$ cat src/rtl/cfgrom_pkg.sv
package cfgrom_pkg;

    typedef enum logic {
        ST_SHIFT = 1'b0,
        ST_SPENT = 1'b1
    } seq_e;

    localparam logic [31:0] HASH_MULT = 32'h9E37_79B1;

    function automatic logic image_bit(input logic [31:0] seed, input int unsigned idx);
        logic [31:0] h;
        h = (32'(idx) * HASH_MULT) ^ seed;
        return ^h;
    endfunction

endpackage

$ cat src/rtl/cfgrom_addr_ctr.sv
module cfgrom_addr_ctr #(
    parameter int DEPTH = 48,
    parameter int AW    = $clog2(DEPTH)
) (
    input  logic          clk,
    input  logic          rst_act,
    input  logic          step,
    output logic [AW-1:0] addr,
    output logic          at_last
);
    localparam logic [AW-1:0] LAST = AW'(DEPTH - 1);

    assign at_last = (addr == LAST);

    always_ff @(posedge clk or posedge rst_act) begin
        if (rst_act)
            addr <= '0;
        else if (step && !at_last)
            addr <= addr + 1'b1;
    end
endmodule

$ cat src/rtl/cfgrom_seq.sv
module cfgrom_seq
    import cfgrom_pkg::*;
(
    input  logic clk,
    input  logic rst_act,
    input  logic oe_act,
    input  logic ce_n,
    input  logic at_last,
    output logic step,
    output logic in_past
);
    seq_e state, state_nx;

    always_ff @(posedge clk or posedge rst_act) begin
        if (rst_act)
            state <= ST_SHIFT;
        else
            state <= state_nx;
    end

    always_comb begin
        state_nx = state;
        unique case (state)
            ST_SHIFT: if (oe_act && !ce_n && at_last) state_nx = ST_SPENT;
            ST_SPENT: state_nx = ST_SPENT;
            default:  state_nx = ST_SHIFT;
        endcase
    end

    always_comb begin
        step    = 1'b0;
        in_past = 1'b0;
        unique case (state)
            ST_SHIFT: step    = oe_act && !ce_n;
            ST_SPENT: in_past = 1'b1;
            default: ;
        endcase
    end
endmodule

$ cat src/rtl/cfgrom_out.sv
module cfgrom_out
    import cfgrom_pkg::*;
#(
    parameter int          DEPTH = 48,
    parameter int          AW    = $clog2(DEPTH),
    parameter logic [31:0] SEED  = 32'h1234_5678
) (
    input  logic [AW-1:0] addr,
    input  logic          in_past,
    input  logic          oe_act,
    input  logic          ce_n,
    output logic          data_out,
    output logic          data_oe,
    output logic          ce_out_n,
    output logic          standby
);
    function automatic logic [DEPTH-1:0] build_image();
        logic [DEPTH-1:0] img;
        for (int i = 0; i < DEPTH; i++)
            img[i] = image_bit(SEED, i);
        return img;
    endfunction

    localparam logic [DEPTH-1:0] IMAGE = build_image();

    logic sel;
    logic bit_at;

    assign sel      = oe_act && !ce_n;
    assign bit_at   = IMAGE[addr];
    assign data_oe  = sel && !in_past;
    assign data_out = data_oe && bit_at;
    assign ce_out_n = !(sel && in_past);
    assign standby  = ce_n;
endmodule

$ cat src/rtl/cfgrom_serial.sv
module cfgrom_serial #(
    parameter int          DEPTH        = 48,
    parameter logic [31:0] SEED         = 32'h1234_5678,
    parameter bit          RST_ACT_HIGH = 1'b1
) (
    input  logic clk,
    input  logic rst_oe,
    input  logic ce_n,
    output logic data_out,
    output logic data_oe,
    output logic ce_out_n,
    output logic standby
);
    localparam int AW = (DEPTH > 2) ? $clog2(DEPTH) : 1;

    logic          rst_act;
    logic          oe_act;
    logic          step;
    logic          at_last;
    logic          in_past;
    logic [AW-1:0] addr;

    generate
        if (RST_ACT_HIGH) begin : g_rst_hi
            assign rst_act = rst_oe;
        end else begin : g_rst_lo
            assign rst_act = ~rst_oe;
        end
    endgenerate

    assign oe_act = ~rst_act;

    cfgrom_addr_ctr #(.DEPTH(DEPTH), .AW(AW)) u_ctr (
        .clk(clk), .rst_act(rst_act), .step(step),
        .addr(addr), .at_last(at_last)
    );

    cfgrom_seq u_seq (
        .clk(clk), .rst_act(rst_act), .oe_act(oe_act), .ce_n(ce_n),
        .at_last(at_last), .step(step), .in_past(in_past)
    );

    cfgrom_out #(.DEPTH(DEPTH), .AW(AW), .SEED(SEED)) u_out (
        .addr(addr), .in_past(in_past), .oe_act(oe_act), .ce_n(ce_n),
        .data_out(data_out), .data_oe(data_oe),
        .ce_out_n(ce_out_n), .standby(standby)
    );
endmodule

$ cat config.mk
export PLATFORM = sky130hd
export DESIGN_NAME = cfgrom_serial
export DESIGN_NICKNAME = d
export VERILOG_FILES = /design/src/rtl/cfgrom_pkg.sv /design/src/rtl/cfgrom_addr_ctr.sv /design/src/rtl/cfgrom_seq.sv /design/src/rtl/cfgrom_out.sv /design/src/rtl/cfgrom_serial.sv
export SDC_FILE = /design/constraint.sdc
export NUM_CORES = 1
export LEC_CHECK = 0
export ABC_AREA = 1
export CORE_AREA = 2 2 39 41
export CTS_CLUSTER_DIAMETER = 60
export DETAILED_ROUTE_END_ITERATION = 8
export DIE_AREA = 0 0 41 43
export PLACE_DENSITY = 0.65
export RECOVER_POWER = 25
export SYNTH_ARGS = -nofsm -noshare
export SYNTH_HDL_FRONTEND = slang
export SYNTH_SLANG_ARGS = --single-unit
export TNS_END_PERCENT = 50
$ cat constraint.sdc
create_clock -name clk -period 2.65 [get_ports clk]
set_input_delay 0.53 -clock clk [delete_from_list [all_inputs] [get_ports clk]]
set_output_delay 0.53 -clock clk [all_outputs]
set_load 0.01 [all_outputs]
==> impl_metrics.py, run 1 <==
metrics = {
    "status": {
        "status": "completed",
    },
    "placed_design": {
        "dpl.hpwl_um": 816,
        "portBuffers": 6,
        "gp_congestion": 0.800,
    },
    "timing": {
        "clock_skew_ns": 0.00822,
        "grt_setup_unrepaired": "false",
        "worst_pin_slew_ns": 0.308,
        "slew_headroom_pct": 79.5,
        "setup_violations": 0,
        "min_period_ns": 2.52,
        "finalSetupTns_ns": 0,
        "slew_violations": 0,
        "finalCritPeriodShare_pct": 95.0,
        "fmax_ghz": 0.397,
        "hold_viol_final": 0,
    },
    "synthesis": {
        "synth_top_area_share_pct": 30.0,
        "synth.distinct_cells": 19,
        "syn_inst": 79,
        "yosysSeqAreaShare_pct": 30.0,
        "syn_area_um2": 583,
        "synthArstFlopShare_pct": 100,
        "avgSynthCellArea_um2": 7.38,
        "synth_ff_type": "dfrtp_1",
        "yosysMostFrequentCell": "nand2_1",
        "synthTopCellsByCount": "nand2_1, inv_1, dfrtp_1, nor2_1, nand3_1",
        "ys_ff_latch": 7,
        "synth-edff-count": 0,
        "syn_nets": 85,
        "synth.area.top_cells": "dfrtp_1, nand2_1, ha_1",
        "yosysWarningCount": 0,
        "synth.largest_area_cell": "dfrtp_1",
    },
    "floorplanning": {
        "num_rows": 14,
        "initial_core_util_pct": 42.1,
        "die_w_um": 41,
        "coreArea_um2": 1380,
        "ios": 7,
        "fp.dieH_um": 43,
        "die_area_um2": 1760,
    },
    "clock_tree": {
        "cts_tree": "yes",
        "cts_buffers": 3,
        "htreeDepth": 1,
        "cts_resized": 0,
        "path_clk_slew_ns": 0.05,
        "clock-root-buffer": "clkbuf_4",
        "cts_hold_buffers": 0,
        "clockBufferDepth": 2,
        "cts.sinks": 7,
        "clkLatencyLatePin_ns": 0.26,
        "cts_setup_buffers": 0,
    },
    "worst_hold_path": {
        "min_path_type": "reg -> reg",
    },
    "final_layout": {
        "final_util_pct": 49.5,
        "fillers": 135,
        "nets": 96,
        "syn_to_final_growth_pct": 17.6,
        "antenna_cells": 0,
        "drive_above_1_share_pct": 14.6,
        "regArea_um2": 175,
        "multiInputGateArea_um2": 340,
    },
    "power_and_ir_drop": {
        "max-vdd-ir-drop_mv": 0.535,
        "power_density_nw_per_um2": 730,
        "power_leakage_nw": 0.364,
    },
    "global_routing": {
        "grt.total_usage_pct": 14.8,
        "antenna_found_initial": 0,
        "grt_pass1_wl_um": 1730,
        "grt_pass1_vias": 420,
        "grt_overflow_total": 0,
        "grt_max_degree": 8,
    },
    "setup_path": {
        "cp-start-kind": "primary input",
        "endpoint_kind": "output port",
        "cp.required_ns": 2.12,
        "critical_path_class": "in -> out",
        "cp.arrival_ns": 1.99,
        "worst-path-max-fanout": 2,
    },
    "route": {
        "antenna_left": 0,
        "drc": 0,
        "routedWlPerCell_um": 10.3,
        "routed_wl_um": 1080,
        "dr.pass1.iters": 2,
        "drt_iter0_markers": 2,
        "vias": 470,
        "routed_via_density": 4.48,
    },
    "flow_run": {
        "cap_violations": 0,
    },
}
[layout make-up]
cell class              count  area share [%]
repair buffers              9            12.0
inverters                  11            6.02
clock buffers               4            3.83
well taps                  16            2.92
multi-input cells          58            49.6
flip-flops and latches      7            25.5
[cell usage in the layout, fill, tap and decap left out, drive strengths merged]
cell and count:
nand3 5, buf 3, xor2 3, inv 11, clkdlybuf4s50 6, ha 3
nor2 8, clkbuf 4, dfrtp 7, nand4 1, a21oi 2, nand2 33
nand3b 1, o21a 1, o21bai 1
[report_power, final]
group	switching, mW	leakage (nW)	internal, mW
Combinational	0.131	0.258	0.0969
Sequential	0.0392	0.0917	0.135
Clock	0.0413	0.0150	0.0576
[kinds of logic after synthesis]
family / synth area share, %
DFF: 30.0
adders and majority gates: 6.44
xor gates and xnor gates: 4.51
AOI/OAI and AO/OA: 5.58
and+or+nand+nor: 41.8
buffers and inverters: 11.6
[worst max-delay path, cell delays in order]
cell and delay, ns:
clkdlybuf4s50_1 0.43, nor2_2 0.15, inv_2 0.08, nor2_8 0.08, nand2_1 0.05, a21oi_1 0.12
clkdlybuf4s50_1 0.55
[state kept, by name (all words and copies together) (netlist names)]
| name | count |
|---|---|
| u_ctr.addr | 6 |
| u_seq.state | 1 |
[per-layer routing]
metal	track usage (%)	vias to the layer above	share of wire (%)
li1	-	260	-
met1	17.0	203	48
met2	22.2	5	47
met3	7.85	2	3.7
met4	6.00	0	1.1
met5	0	-	0
[path summary, 6_finish.rpt]
check	from	end	slack (ns)	cells after the start
setup reg to reg	u_ctr.addr[0]$_DFFE_PP0P_	u_ctr.addr[1]$_DFFE_PP0P_	1.33	7
hold / removal	u_ctr.addr[0]$_DFFE_PP0P_	u_ctr.addr[0]$_DFFE_PP0P_	0.56	3
hold reg to reg	u_ctr.addr[0]$_DFFE_PP0P_	u_ctr.addr[0]$_DFFE_PP0P_	0.56	3
min in group asynchronous	rst_oe	u_ctr.addr[4]$_DFFE_PP0P_	0.57	2
setup / recovery	rst_oe	data_out	0.13	7
max in group asynchronous	rst_oe	u_ctr.addr[1]$_DFFE_PP0P_	1.84	2
[through the flow]
stage	cells	hold slack [ns]	setup WS (ns)	area (um2)	power (mW)
floorplan	79	0.333	0.875	583	0.362
global placement	101	0.534	0.159	659	0.399
detailed placement	101	0.543	0.141	659	0.403
CTS	105	0.550	0.132	686	0.508
global route	105	0.575	0.0150	686	0.546
finish	105	0.559	0.132	686	0.501
(Power assumes the default switching activity.)
==> run 2: changes to the inputs <==
--- a/config.mk
+++ b/config.mk
@@ -10,6 +10,7 @@
 export CTS_CLUSTER_DIAMETER = 60
 export DETAILED_ROUTE_END_ITERATION = 8
 export DIE_AREA = 0 0 41 43
+export GPL_ROUTABILITY_DRIVEN = 0
 export PLACE_DENSITY = 0.65
 export RECOVER_POWER = 25
 export SYNTH_ARGS = -nofsm -noshare
==> results of run 2 <==
No change in the layout: final DEF, timing and power equal those of run 1.
==> run 3: changes to the inputs <==
--- a/config.mk
+++ b/config.mk
@@ -11,7 +11,7 @@
 export DETAILED_ROUTE_END_ITERATION = 8
 export DIE_AREA = 0 0 41 43
 export GPL_ROUTABILITY_DRIVEN = 0
-export PLACE_DENSITY = 0.65
+export PLACE_DENSITY_LB_ADDON = 0.05
 export RECOVER_POWER = 25
 export SYNTH_ARGS = -nofsm -noshare
 export SYNTH_HDL_FRONTEND = slang
==> impl_metrics.py, run 3 (synthesized netlist as in run 1, its figures left out) <==
metrics = {
    "setup_path": {
        "startpoint": "u_ctr.addr[0]$_DFFE_PP0P_",
        "cp.arrival_ns": 2.00,
        "endpoint_kind": "output port",
        "cp-start-kind": "register",
        "worst-path-max-fanout": 6,
        "critical_path_class": "reg -> out",
        "r2r_slack_ns": 1.37,
        "cp.required_ns": 2.12,
        "timing.rr.start": "u_ctr.addr[0]$_DFFE_PP0P_",
    },
    "worst_hold_path": {
        "holdCritStartpoint": "u_ctr.addr[1]$_DFFE_PP0P_",
        "min_path_type": "reg -> reg",
    },
    "timing": {
        "finalCritPeriodShare_pct": 95.7,
        "worst_pin_slew_ns": 0.314,
        "setup_violations": 0,
        "clock_skew_ns": 0.00529,
        "slew_violations": 0,
        "finalSetupTns_ns": 0,
        "min_period_ns": 2.53,
        "hold_viol_final": 0,
        "slew_headroom_pct": 79.1,
        "fmax_ghz": 0.395,
    },
    "global_routing": {
        "grt_use_met1_pct": 17.4,
        "met3_usage_pct": 9.42,
        "grt_overflow_total": 0,
        "busiest_layer": "met2",
        "grt_pass1_vias": 461,
        "grt_max_degree": 8,
        "met2_usage_pct": 26.9,
        "grt_pass1_wl_um": 1860,
        "grt.total_usage_pct": 16.2,
        "antenna_found_initial": 0,
    },
    "clock_tree": {
        "cts_buffers": 3,
        "htreeDepth": 1,
        "cts_tree": "yes",
        "path_clk_slew_ns": 0.05,
        "clkLatencyLatePin_ns": 0.26,
        "cts.sinks": 7,
        "clockBufferDepth": 2,
        "cts_hold_buffers": 0,
        "clock-root-buffer": "clkbuf_4",
    },
    "floorplanning": {
        "ios": 7,
        "coreArea_um2": 1380,
        "initial_core_util_pct": 42.1,
        "num_rows": 14,
        "die_area_um2": 1760,
        "die_w_um": 41,
        "fp.dieH_um": 43,
    },
    "power_and_ir_drop": {
        "max-vdd-ir-drop_mv": 0.401,
        "p_sw_mw": 0.211,
        "p_int_mw": 0.291,
        "p_comb_share_pct": 43.5,
        "p_total_mw": 0.503,
        "p_sw_share_pct": 42.0,
        "power_frac_clock_pct": 20.0,
        "power_density_nw_per_um2": 730,
        "p_seq_share_pct": 36.5,
        "power_leakage_nw": 0.362,
    },
    "final_layout": {
        "final_common_cell": "nand2_1",
        "fillers": 136,
        "largest_reg_flops": 6,
        "final_cell_mix": "nand2_1, inv_1, nor2_1, clkdlybuf4s50_1, dfrtp_1",
        "top_register": "u_ctr.addr",
        "final_util_pct": 49.7,
        "multiInputGateArea_um2": 340,
        "reg.largest.list": "u_ctr.addr x6, u_seq.state x1",
        "regArea_um2": 178,
        "syn_to_final_growth_pct": 18.0,
        "nets": 96,
        "drive_above_1_share_pct": 16.9,
        "antenna_cells": 0,
    },
    "route": {
        "drc": 0,
        "drt_iter0_markers": 0,
        "routedWlPerCell_um": 10.3,
        "dr.pass1.iters": 1,
        "routed_via_density": 4.77,
        "antenna_left": 0,
        "routed_wl_um": 1080,
        "vias": 501,
    },
    "placed_design": {
        "dpl.hpwl_um": 846,
        "portBuffers": 6,
    },
    "flow_run": {
        "cap_violations": 0,
    },
    "status": {
        "status": "completed",
    },
}
run 3: worst paths after layout:
kind	cells past startpoint	to
max	8	data_out
min	2	u_ctr.addr[1]$_DFFE_PP0P_
max reg2reg	6	u_ctr.addr[0]$_DFFE_PP0P_
min reg2reg	2	u_ctr.addr[1]$_DFFE_PP0P_
max in group asynchronous	2	u_ctr.addr[1]$_DFFE_PP0P_
min in group asynchronous	2	u_seq.state$_DFF_PP0_
run 3: cell type report:
| class | count | area share, % |
|---|---|---|
| clock buffer | 4 | 3.82 |
| sequential | 7 | 25.8 |
| timing repair buffer | 9 | 12.0 |
| tap | 16 | 2.91 |
| inverter | 11 | 6.00 |
| multi-input combinational | 58 | 49.5 |
run 3: repair_timing:
action,4_1_cts,5_1_grt
endpoints found under the setup margin,0,1
setup buffers,0,1
gates resized for setup,0,2
run 3: routing by layer:
layer  wire, um  part of all wire, %
met5          0                    0
met3         61                  5.7
met1        445                   41
met4          0                    0
met2        573                   53
run 3: through the flow:
| step | area (um2) | setup slack, ns | hold slack (ns) | instances |
|---|---|---|---|---|
| 3_3_place_gp | 652 | 0.142 | 0.561 | 100 |
| 5_1_grt | 688 | -0.00622 | 0.595 | 105 |
| 4_1_cts | 678 | 0.0180 | 0.567 | 104 |
| 3_5_place_dp | 652 | 0.137 | 0.562 | 100 |
| 2_1_floorplan | 583 | 0.875 | 0.333 | 79 |
| 6_report | 688 | 0.115 | 0.542 | 105 |
run 3: critical path, stage by stage (launching register included):
cell and delay [ns]:
dfrtp_2 0.41, inv_1 0.09, ha_1 0.33, nand2_1 0.07
nand3_1 0.08, nand3_1 0.07, nand2_1 0.05, a21oi_1 0.11
clkdlybuf4s50_1 0.54
run 3: power groups by stage:
stage               clock (mW)  sequential [mW]  combinational (mW)
floorplan                    0            0.158               0.204
global placement             0            0.184               0.216
detailed placement           0            0.184               0.213
CTS                      0.107            0.181               0.215
global route             0.116            0.190               0.256
finish                   0.100            0.183               0.219
